## config.mk

```make
export PLATFORM = sky130hd
export DESIGN_NAME = pwr_mode_ctl
export DESIGN_NICKNAME = d
export VERILOG_FILES = /design/src/rtl/pmc_pkg.sv /design/src/rtl/pmc_ctrl_reg.sv /design/src/rtl/pmc_startup_cnt.sv /design/src/rtl/pmc_pin_ctl.sv /design/src/rtl/pwr_mode_ctl.sv
export SDC_FILE = /design/constraint.sdc
export NUM_CORES = 1
export LEC_CHECK = 0
export BUFFER_PORTS_ARGS = -buffer_cell sky130_fd_sc_hd__buf_4
export CELL_PAD_IN_SITES_DETAIL_PLACEMENT = 0
export CELL_PAD_IN_SITES_GLOBAL_PLACEMENT = 1
export CORE_MARGIN = 5
export CORE_UTILIZATION = 37
export DETAILED_ROUTE_END_ITERATION = 10
export GPL_ROUTABILITY_DRIVEN = 1
export PLACE_DENSITY = 0.75
export SETUP_SLACK_MARGIN = 0.1
export SYNTH_ARGS = -nofsm -noshare
export SYNTH_HDL_FRONTEND = slang
export SYNTH_SLANG_ARGS = --single-unit
```

## constraint.sdc

```tcl
create_clock -name clk -period 1.9 [get_ports clk]
set_input_delay 0.095 -clock clk [delete_from_list [all_inputs] [get_ports clk]]
set_output_delay 0.095 -clock clk [all_outputs]
set_load 0.02 [all_outputs]
```

## src/rtl/pmc_pkg.sv

```systemverilog
package pmc_pkg;
  localparam int REG_W    = 8;
  localparam int BIT_PFIE = 3;
  localparam int BIT_STOP = 1;
  localparam int BIT_IDLE = 0;

  typedef struct packed {
    logic pfie;
    logic stop;
    logic idle;
  } pmc_ctrl_t;
endpackage

```

## src/rtl/pmc_ctrl_reg.sv

```systemverilog
module pmc_ctrl_reg
  import pmc_pkg::*;
(
  input  logic             clk,
  input  logic             rst_n,
  input  logic             rst_evt,
  input  logic             wr_en,
  input  logic [REG_W-1:0] wr_data,
  input  logic             unlock,
  input  logic             irq,
  output pmc_ctrl_t        ctrl_q
);
  pmc_ctrl_t ctrl_d;

  always_comb begin
    ctrl_d = ctrl_q;
    if (rst_evt) begin
      ctrl_d = '0;
    end else if (!ctrl_q.stop) begin
      if (wr_en) begin
        ctrl_d.pfie = wr_data[BIT_PFIE];
        ctrl_d.idle = wr_data[BIT_IDLE];
        if (unlock) ctrl_d.stop = wr_data[BIT_STOP];
        if (ctrl_d.stop) ctrl_d.idle = 1'b0;
      end
      if (irq) ctrl_d.idle = 1'b0;
    end
  end

  always_ff @(posedge clk or negedge rst_n) begin
    if (!rst_n) ctrl_q <= '0;
    else        ctrl_q <= ctrl_d;
  end

  p_reset_clear_r1: assert property (@(posedge clk) disable iff (!rst_n)
    rst_evt |=> (ctrl_q == '0));
  p_stop_unlock_r3: assert property (@(posedge clk) disable iff (!rst_n)
    $rose(ctrl_q.stop) |-> $past(wr_en && unlock && wr_data[BIT_STOP]));
  p_idle_wake_r4: assert property (@(posedge clk) disable iff (!rst_n)
    (ctrl_q.idle && irq && !rst_evt) |=> !ctrl_q.idle);
  p_stop_hold_r6: assert property (@(posedge clk) disable iff (!rst_n)
    (ctrl_q.stop && !rst_evt) |=> (ctrl_q == $past(ctrl_q)));
  p_one_mode_r10: assert property (@(posedge clk) disable iff (!rst_n)
    !(ctrl_q.stop && ctrl_q.idle));
endmodule

```

## src/rtl/pmc_startup_cnt.sv

```systemverilog
module pmc_startup_cnt #(
  parameter int STARTUP_CYCLES = 21504,
  localparam int CNT_W = $clog2(STARTUP_CYCLES + 1)
) (
  input  logic clk,
  input  logic rst_n,
  input  logic rst_evt,
  output logic done
);
  localparam logic [CNT_W-1:0] LIMIT = CNT_W'(STARTUP_CYCLES);

  logic [CNT_W-1:0] cnt_q, cnt_d;
  logic             cnt_en;

  assign done   = (cnt_q == LIMIT);
  assign cnt_en = rst_evt || !done;

  always_comb begin
    if (rst_evt) cnt_d = '0;
    else         cnt_d = cnt_q + CNT_W'(1);
  end

  always_ff @(posedge clk or negedge rst_n) begin
    if (!rst_n)      cnt_q <= '0;
    else if (cnt_en) cnt_q <= cnt_d;
  end

  p_cnt_bound_r7: assert property (@(posedge clk) disable iff (!rst_n)
    cnt_q <= LIMIT);
  p_cnt_restart_r7: assert property (@(posedge clk) disable iff (!rst_n)
    rst_evt |=> (cnt_q == '0));
  p_cnt_step_r7: assert property (@(posedge clk) disable iff (!rst_n)
    (!rst_evt && !done) |=> (cnt_q == $past(cnt_q) + CNT_W'(1)));
endmodule

```

## src/rtl/pmc_pin_ctl.sv

```systemverilog
module pmc_pin_ctl (
  input  logic idle,
  input  logic stop,
  input  logic mem_expanded,
  output logic pin_ovr,
  output logic ale,
  output logic psen,
  output logic p0_hiz,
  output logic p2_addr
);
  logic low_pwr;

  always_comb begin
    low_pwr = idle || stop;
    pin_ovr = low_pwr;
    ale     = low_pwr;
    psen    = idle && !stop;
    p0_hiz  = low_pwr && mem_expanded;
    p2_addr = idle && !stop && mem_expanded;
  end
endmodule

```

## src/rtl/pwr_mode_ctl.sv

```systemverilog
module pwr_mode_ctl
  import pmc_pkg::*;
#(
  parameter int STARTUP_CYCLES = 21504
) (
  input  logic             clk,
  input  logic             rst_n,
  input  logic             por_i,
  input  logic             ext_rst_i,
  input  logic             wr_en_i,
  input  logic [REG_W-1:0] wr_data_i,
  input  logic             unlock_i,
  input  logic             irq_pend_i,
  input  logic             mem_expanded_i,
  output logic [REG_W-1:0] rd_data_o,
  output logic             pfail_irq_en_o,
  output logic             cpu_clk_en_o,
  output logic             io_clk_en_o,
  output logic             wdt_en_o,
  output logic             osc_en_o,
  output logic             startup_done_o,
  output logic             lp_pin_ovr_o,
  output logic             ale_o,
  output logic             psen_o,
  output logic             p0_hiz_o,
  output logic             p2_addr_o
);
  pmc_ctrl_t ctrl;
  logic      rst_evt;
  logic      done;

  assign rst_evt = por_i || ext_rst_i;

  pmc_ctrl_reg u_reg (
    .clk     (clk),
    .rst_n   (rst_n),
    .rst_evt (rst_evt),
    .wr_en   (wr_en_i),
    .wr_data (wr_data_i),
    .unlock  (unlock_i),
    .irq     (irq_pend_i),
    .ctrl_q  (ctrl)
  );

  pmc_startup_cnt #(.STARTUP_CYCLES(STARTUP_CYCLES)) u_cnt (
    .clk     (clk),
    .rst_n   (rst_n),
    .rst_evt (rst_evt),
    .done    (done)
  );

  pmc_pin_ctl u_pin (
    .idle         (ctrl.idle),
    .stop         (ctrl.stop),
    .mem_expanded (mem_expanded_i),
    .pin_ovr      (lp_pin_ovr_o),
    .ale          (ale_o),
    .psen         (psen_o),
    .p0_hiz       (p0_hiz_o),
    .p2_addr      (p2_addr_o)
  );

  always_comb begin
    rd_data_o           = '0;
    rd_data_o[BIT_PFIE] = ctrl.pfie;
    rd_data_o[BIT_STOP] = ctrl.stop;
    rd_data_o[BIT_IDLE] = ctrl.idle;
    pfail_irq_en_o      = ctrl.pfie;
    osc_en_o            = !ctrl.stop;
    io_clk_en_o         = done && !ctrl.stop;
    wdt_en_o            = done && !ctrl.stop;
    cpu_clk_en_o        = done && !ctrl.stop && !ctrl.idle;
    startup_done_o      = done;
  end

  p_stop_gates_r5: assert property (@(posedge clk) disable iff (!rst_n)
    rd_data_o[BIT_STOP] |-> !(cpu_clk_en_o || io_clk_en_o || wdt_en_o || osc_en_o));
  p_idle_gates_r4: assert property (@(posedge clk) disable iff (!rst_n)
    rd_data_o[BIT_IDLE] |-> !cpu_clk_en_o);
  p_hold_off_r7: assert property (@(posedge clk) disable iff (!rst_n)
    !startup_done_o |-> !(cpu_clk_en_o || io_clk_en_o || wdt_en_o));
  p_strobe_stop_r8: assert property (@(posedge clk) disable iff (!rst_n)
    rd_data_o[BIT_STOP] |-> (ale_o && !psen_o && lp_pin_ovr_o));
  p_p0_float_r9: assert property (@(posedge clk) disable iff (!rst_n)
    (mem_expanded_i && (rd_data_o[BIT_STOP] || rd_data_o[BIT_IDLE])) |-> p0_hiz_o);
endmodule

```

==> results <==
- The run finished with clean final reports.
- TritonCTS built the clock tree.
- The max-slew headroom at the worst pin is 59.0%.
- The first TritonRoute pass finished after 4 iterations.
- The proportion of layout cells with a drive suffix above 1 is 29.9%.
- The summed instance area of the synthesized netlist is 0.00110 mm^2.
- The async set or reset register ratio after synthesis is 100%.
- The count of buffers inserted at the top-level ports is 24.
- After clock tree synthesis, the clock-pin slew on the worst setup and hold paths is ~0.10 ns.
- The area overhead of the layout relative to synthesis is 23.7%.
- The power density of the placed cells is around 480 mW/mm^2.
- The worst path uses 91.9% of the clock period.
- Setup repair after global routing could not meet its margin everywhere.
- Yosys attributes the largest share of cell area to sky130_fd_sc_hd__dfrtp_1, sky130_fd_sc_hd__buf_4, sky130_fd_sc_hd__mux2i_1.
- The startpoint of the worst setup timing path is u_cnt.cnt_q[0].
- The worst hold path begins at wr_data_i[3].
- The data arrival time of the worst path is around 1.7 ns.
- On the worst path, the slowest cell contributes a delay of between 0.4 and 0.5 ns.
- Among all flip-flop cells after synthesis, the most frequent one is sky130_fd_sc_hd__dfrtp_1.
- The H-tree depth is 1.
- For this run the aggregate overflow at the end of global routing stands at 0.
- The category of the worst setup path launch point is a flip-flop.
- The total count of hold-check failures in the final report is 0.
- The final-report max-slew violation count was 0.
- The core region is 0.00281 mm^2.
- After technology mapping, the gate count stands at approximately 120.
- Summed over all layers, the routed wires come to 2410 um.
- The worst register-to-register path has a setup slack of around 0.2 ns.
- In this run, synthesis inferred 0 flip-flops with an integrated enable.
- The standard-cell row count is 19.
- Across the run, the number of max-cap violations was 0.
- The portion of synthesized cell area occupied by the leading cell type is between 40% and 50%.
- The clock passes through at most 2 buffers.
- The startpoint identified for the worst register-to-register timing path is u_cnt.cnt_q[0].
- Of all nets on the critical path, the largest fanout is 3.
- The slowest cell on the critical path is sky130_fd_sc_hd__dfrtp_1.
- For the worst-skew pair, the clock arrives at the later sink with an insertion delay of ~0.29 ns.
- The routed design could run at a clock period as short as around 1.7 ns.
- The Yosys step of the flow raised 0 warnings.
- The die is between 60 and 70 um tall.
- The worst setup slack before clock tree synthesis is between 0.15 and 0.2 ns.
- The half-perimeter wire length after detailed placement is 1820 um.
- The first global-routing pass estimated between 4000 and 5000 um of wire.
- The global-route usage over all layers is between 10 and 15%.
- The worst setup margin is 0.155 ns.
- The average instance in the mapped netlist occupies between 9 and 10 um^2.
- The die covers between 0.004 and 0.005 mm^2.
- In this run the worst hold path is classified as primary input to flip-flop.
- The die is around 65 um wide.
- Summing all flip-flop and latch instances after layout gives between 400 and 500 um^2.
- The tree is rooted in a sky130_fd_sc_hd__clkbuf_4.
- The total clock buffers created by CTS is 3.
- The total number of clock tree sinks is 18.
- The endpoint type of the worst setup path is an output pin.
- In this run, synthesis produced a sequential element count of 18.
- The worst clock skew is 0.00145 ns.
- The cell type with the highest aggregate area in the netlist is sky130_fd_sc_hd__dfrtp_1.
- The overall via count from detail_route is roughly 940.
- The final worst hold slack is about 0.043 ns.
- The share of the yosys chip area belonging to registers is roughly 41%.
- The detail route stage leaves a number of antenna-violating nets equal to 0.
- In the routed design, unresolved DRC markers number 0.
- The total of endpoints with negative setup slack in the final report is 0.
- The worst setup path is of the flip-flop to output pin kind.
- By instance count, the leading cell after synthesis is sky130_fd_sc_hd__dfrtp_1.
- Once layout is complete, the utilization of the core stands at about half.
- The violation count after the first detailed-routing iteration is 20.
- The footprint of the multi-input gates is between 600 and 700 um^2.
- The antenna diode count is 0.
- The routed length per instance is 13.8 um.
- The number of global-route vias before repair is between 800 and 900.
- At the pin with the least slew margin, the transition time is ~0.61 ns.
- The fmax is around 570 MHz.
- Adding up every negative setup slack in the final design gives 0 ns.
- The peak ir drop on the vdd network is ~420 uV.
- In the routed layout, each cell is associated on average with a via count of 5.38.
- The post-route total power is ~660 uW.
- The number of antenna violations at the first check in global routing is 0.
- The largest net degree at the start of global routing is 19.
- The initial utilization of the core area, before any placement, comes to 39.3%.
- Routability-driven placement finished with a final weighted congestion of ~0.74.
- For this design the static power due to leakage is between 0.0005 and 0.0006 uW.
- Walking the worst path, the cells encountered are inv_2 -> ha_4 -> nor4bb_4 -> and4_4 -> nor3b_2 -> buf_4.
- During I/O placement, the number of pins put on the boundary was 35.
- The number of filler cells placed in the layout is slightly above 300.
- In the final design database the tool counted 164 nets.
- The number of distinct library cells after synthesis is 35.
- The commonest cells after synthesis are sky130_fd_sc_hd__dfrtp_1, sky130_fd_sc_hd__nand2_1, sky130_fd_sc_hd__buf_4, sky130_fd_sc_hd__a21oi_1, sky130_fd_sc_hd__nand3_1.
- The required arrival time at the worst endpoint is 1.80 ns.
final timing paths:
kind | end | cells past startpoint
max | cpu_clk_en_o | 6
min | u_reg.ctrl_q[2] | 3
max reg2reg | u_cnt.cnt_q[12] | 5
min reg2reg | u_cnt.cnt_q[14] | 2
max in group asynchronous | u_cnt.cnt_q[10] | 2
min in group asynchronous | u_cnt.cnt_q[11] | 2
sequential cells by signal, summed over array words and instances (netlist names):
| register | count |
|---|---|
| u_cnt.cnt_q | 15 |
| u_reg.ctrl_q | 3 |
cells in the final DEF (no fill, tap or decap), types with 5 or more instances in the layout:
master / synthesis / layout
sky130_fd_sc_hd__nand2_1: 12 / 12
sky130_fd_sc_hd__buf_4: 10 / 27
sky130_fd_sc_hd__a21oi_1: 8 / 8
sky130_fd_sc_hd__conb_1: 1 / 5
sky130_fd_sc_hd__mux2i_1: 6 / 6
sky130_fd_sc_hd__dfrtp_1: 18 / 18
sky130_fd_sc_hd__nand3_1: 7 / 7
sky130_fd_sc_hd__nor2_1: 6 / 6
sky130_fd_sc_hd__inv_1: 6 / 5
routing by layer:
layer / vias to the layer above / wire length, um / GRT usage [%]
li1: 466 / - / -
met3: 2 / 116 / 2.94
met5: - / 0 / 0
met2: 19 / 1230 / 21.6
met1: 454 / 1040 / 15.3
met4: 0 / 17 / 3.17
critical path: cells and delay by family, from the launching register on:
| kind | cells | cell delay (ns) |
|---|---|---|
| fa+ha+maj | 1 | 0.12 |
| flops | 1 | 0.41 |
| buf+inv | 2 | 0.24 |
| simple gates | 3 | 0.59 |
metrics by stage:
stage          cell area (um^2)  cells
2_1_floorplan              1120    125
3_3_place_gp               1270    169
3_5_place_dp               1270    169
4_1_cts                    1310    175
5_1_grt                    1370    175
6_report                   1370    175
cell families after synthesis:
family	after synthesis	share of synthesized area [%]
XOR/XNOR	2	1.59
adder cells (fa/ha/maj)	2	2.27
AO/OA/AOI/OAI	18	9.64
AND/OR/NAND/NOR	56	30.3
buffers and inverters	18	9.64
multiplexers	6	5.44
other	1	0.340
flip-flops	18	40.8
what timing repair did:
action / in CTS / in global routing
hold buffers: 1 / 0
cloned: 0 / 0
endpoints found under the setup margin: 4 / 7
buffers inserted: 2 / 0
resized for setup: 0 / 9
endpoints found under the hold margin: 18 / 0
pin swaps: 1 / 1
where the power goes:
part / internal (uW) / switching, uW
clock network: 73.7 / 111
logic: 35.7 / 48.5
registers: 386 / 3.31
total: 496 / 163
cell type report:
class	instances	share of cell area [%]
multi-input combinational	89	45.3
tap	31	2.84
inverter	6	1.65
clock buffer	3	1.65
sequential	18	33.0
timing repair buffer	28	15.6
Note: power is estimated with default switching activity, not from simulation.
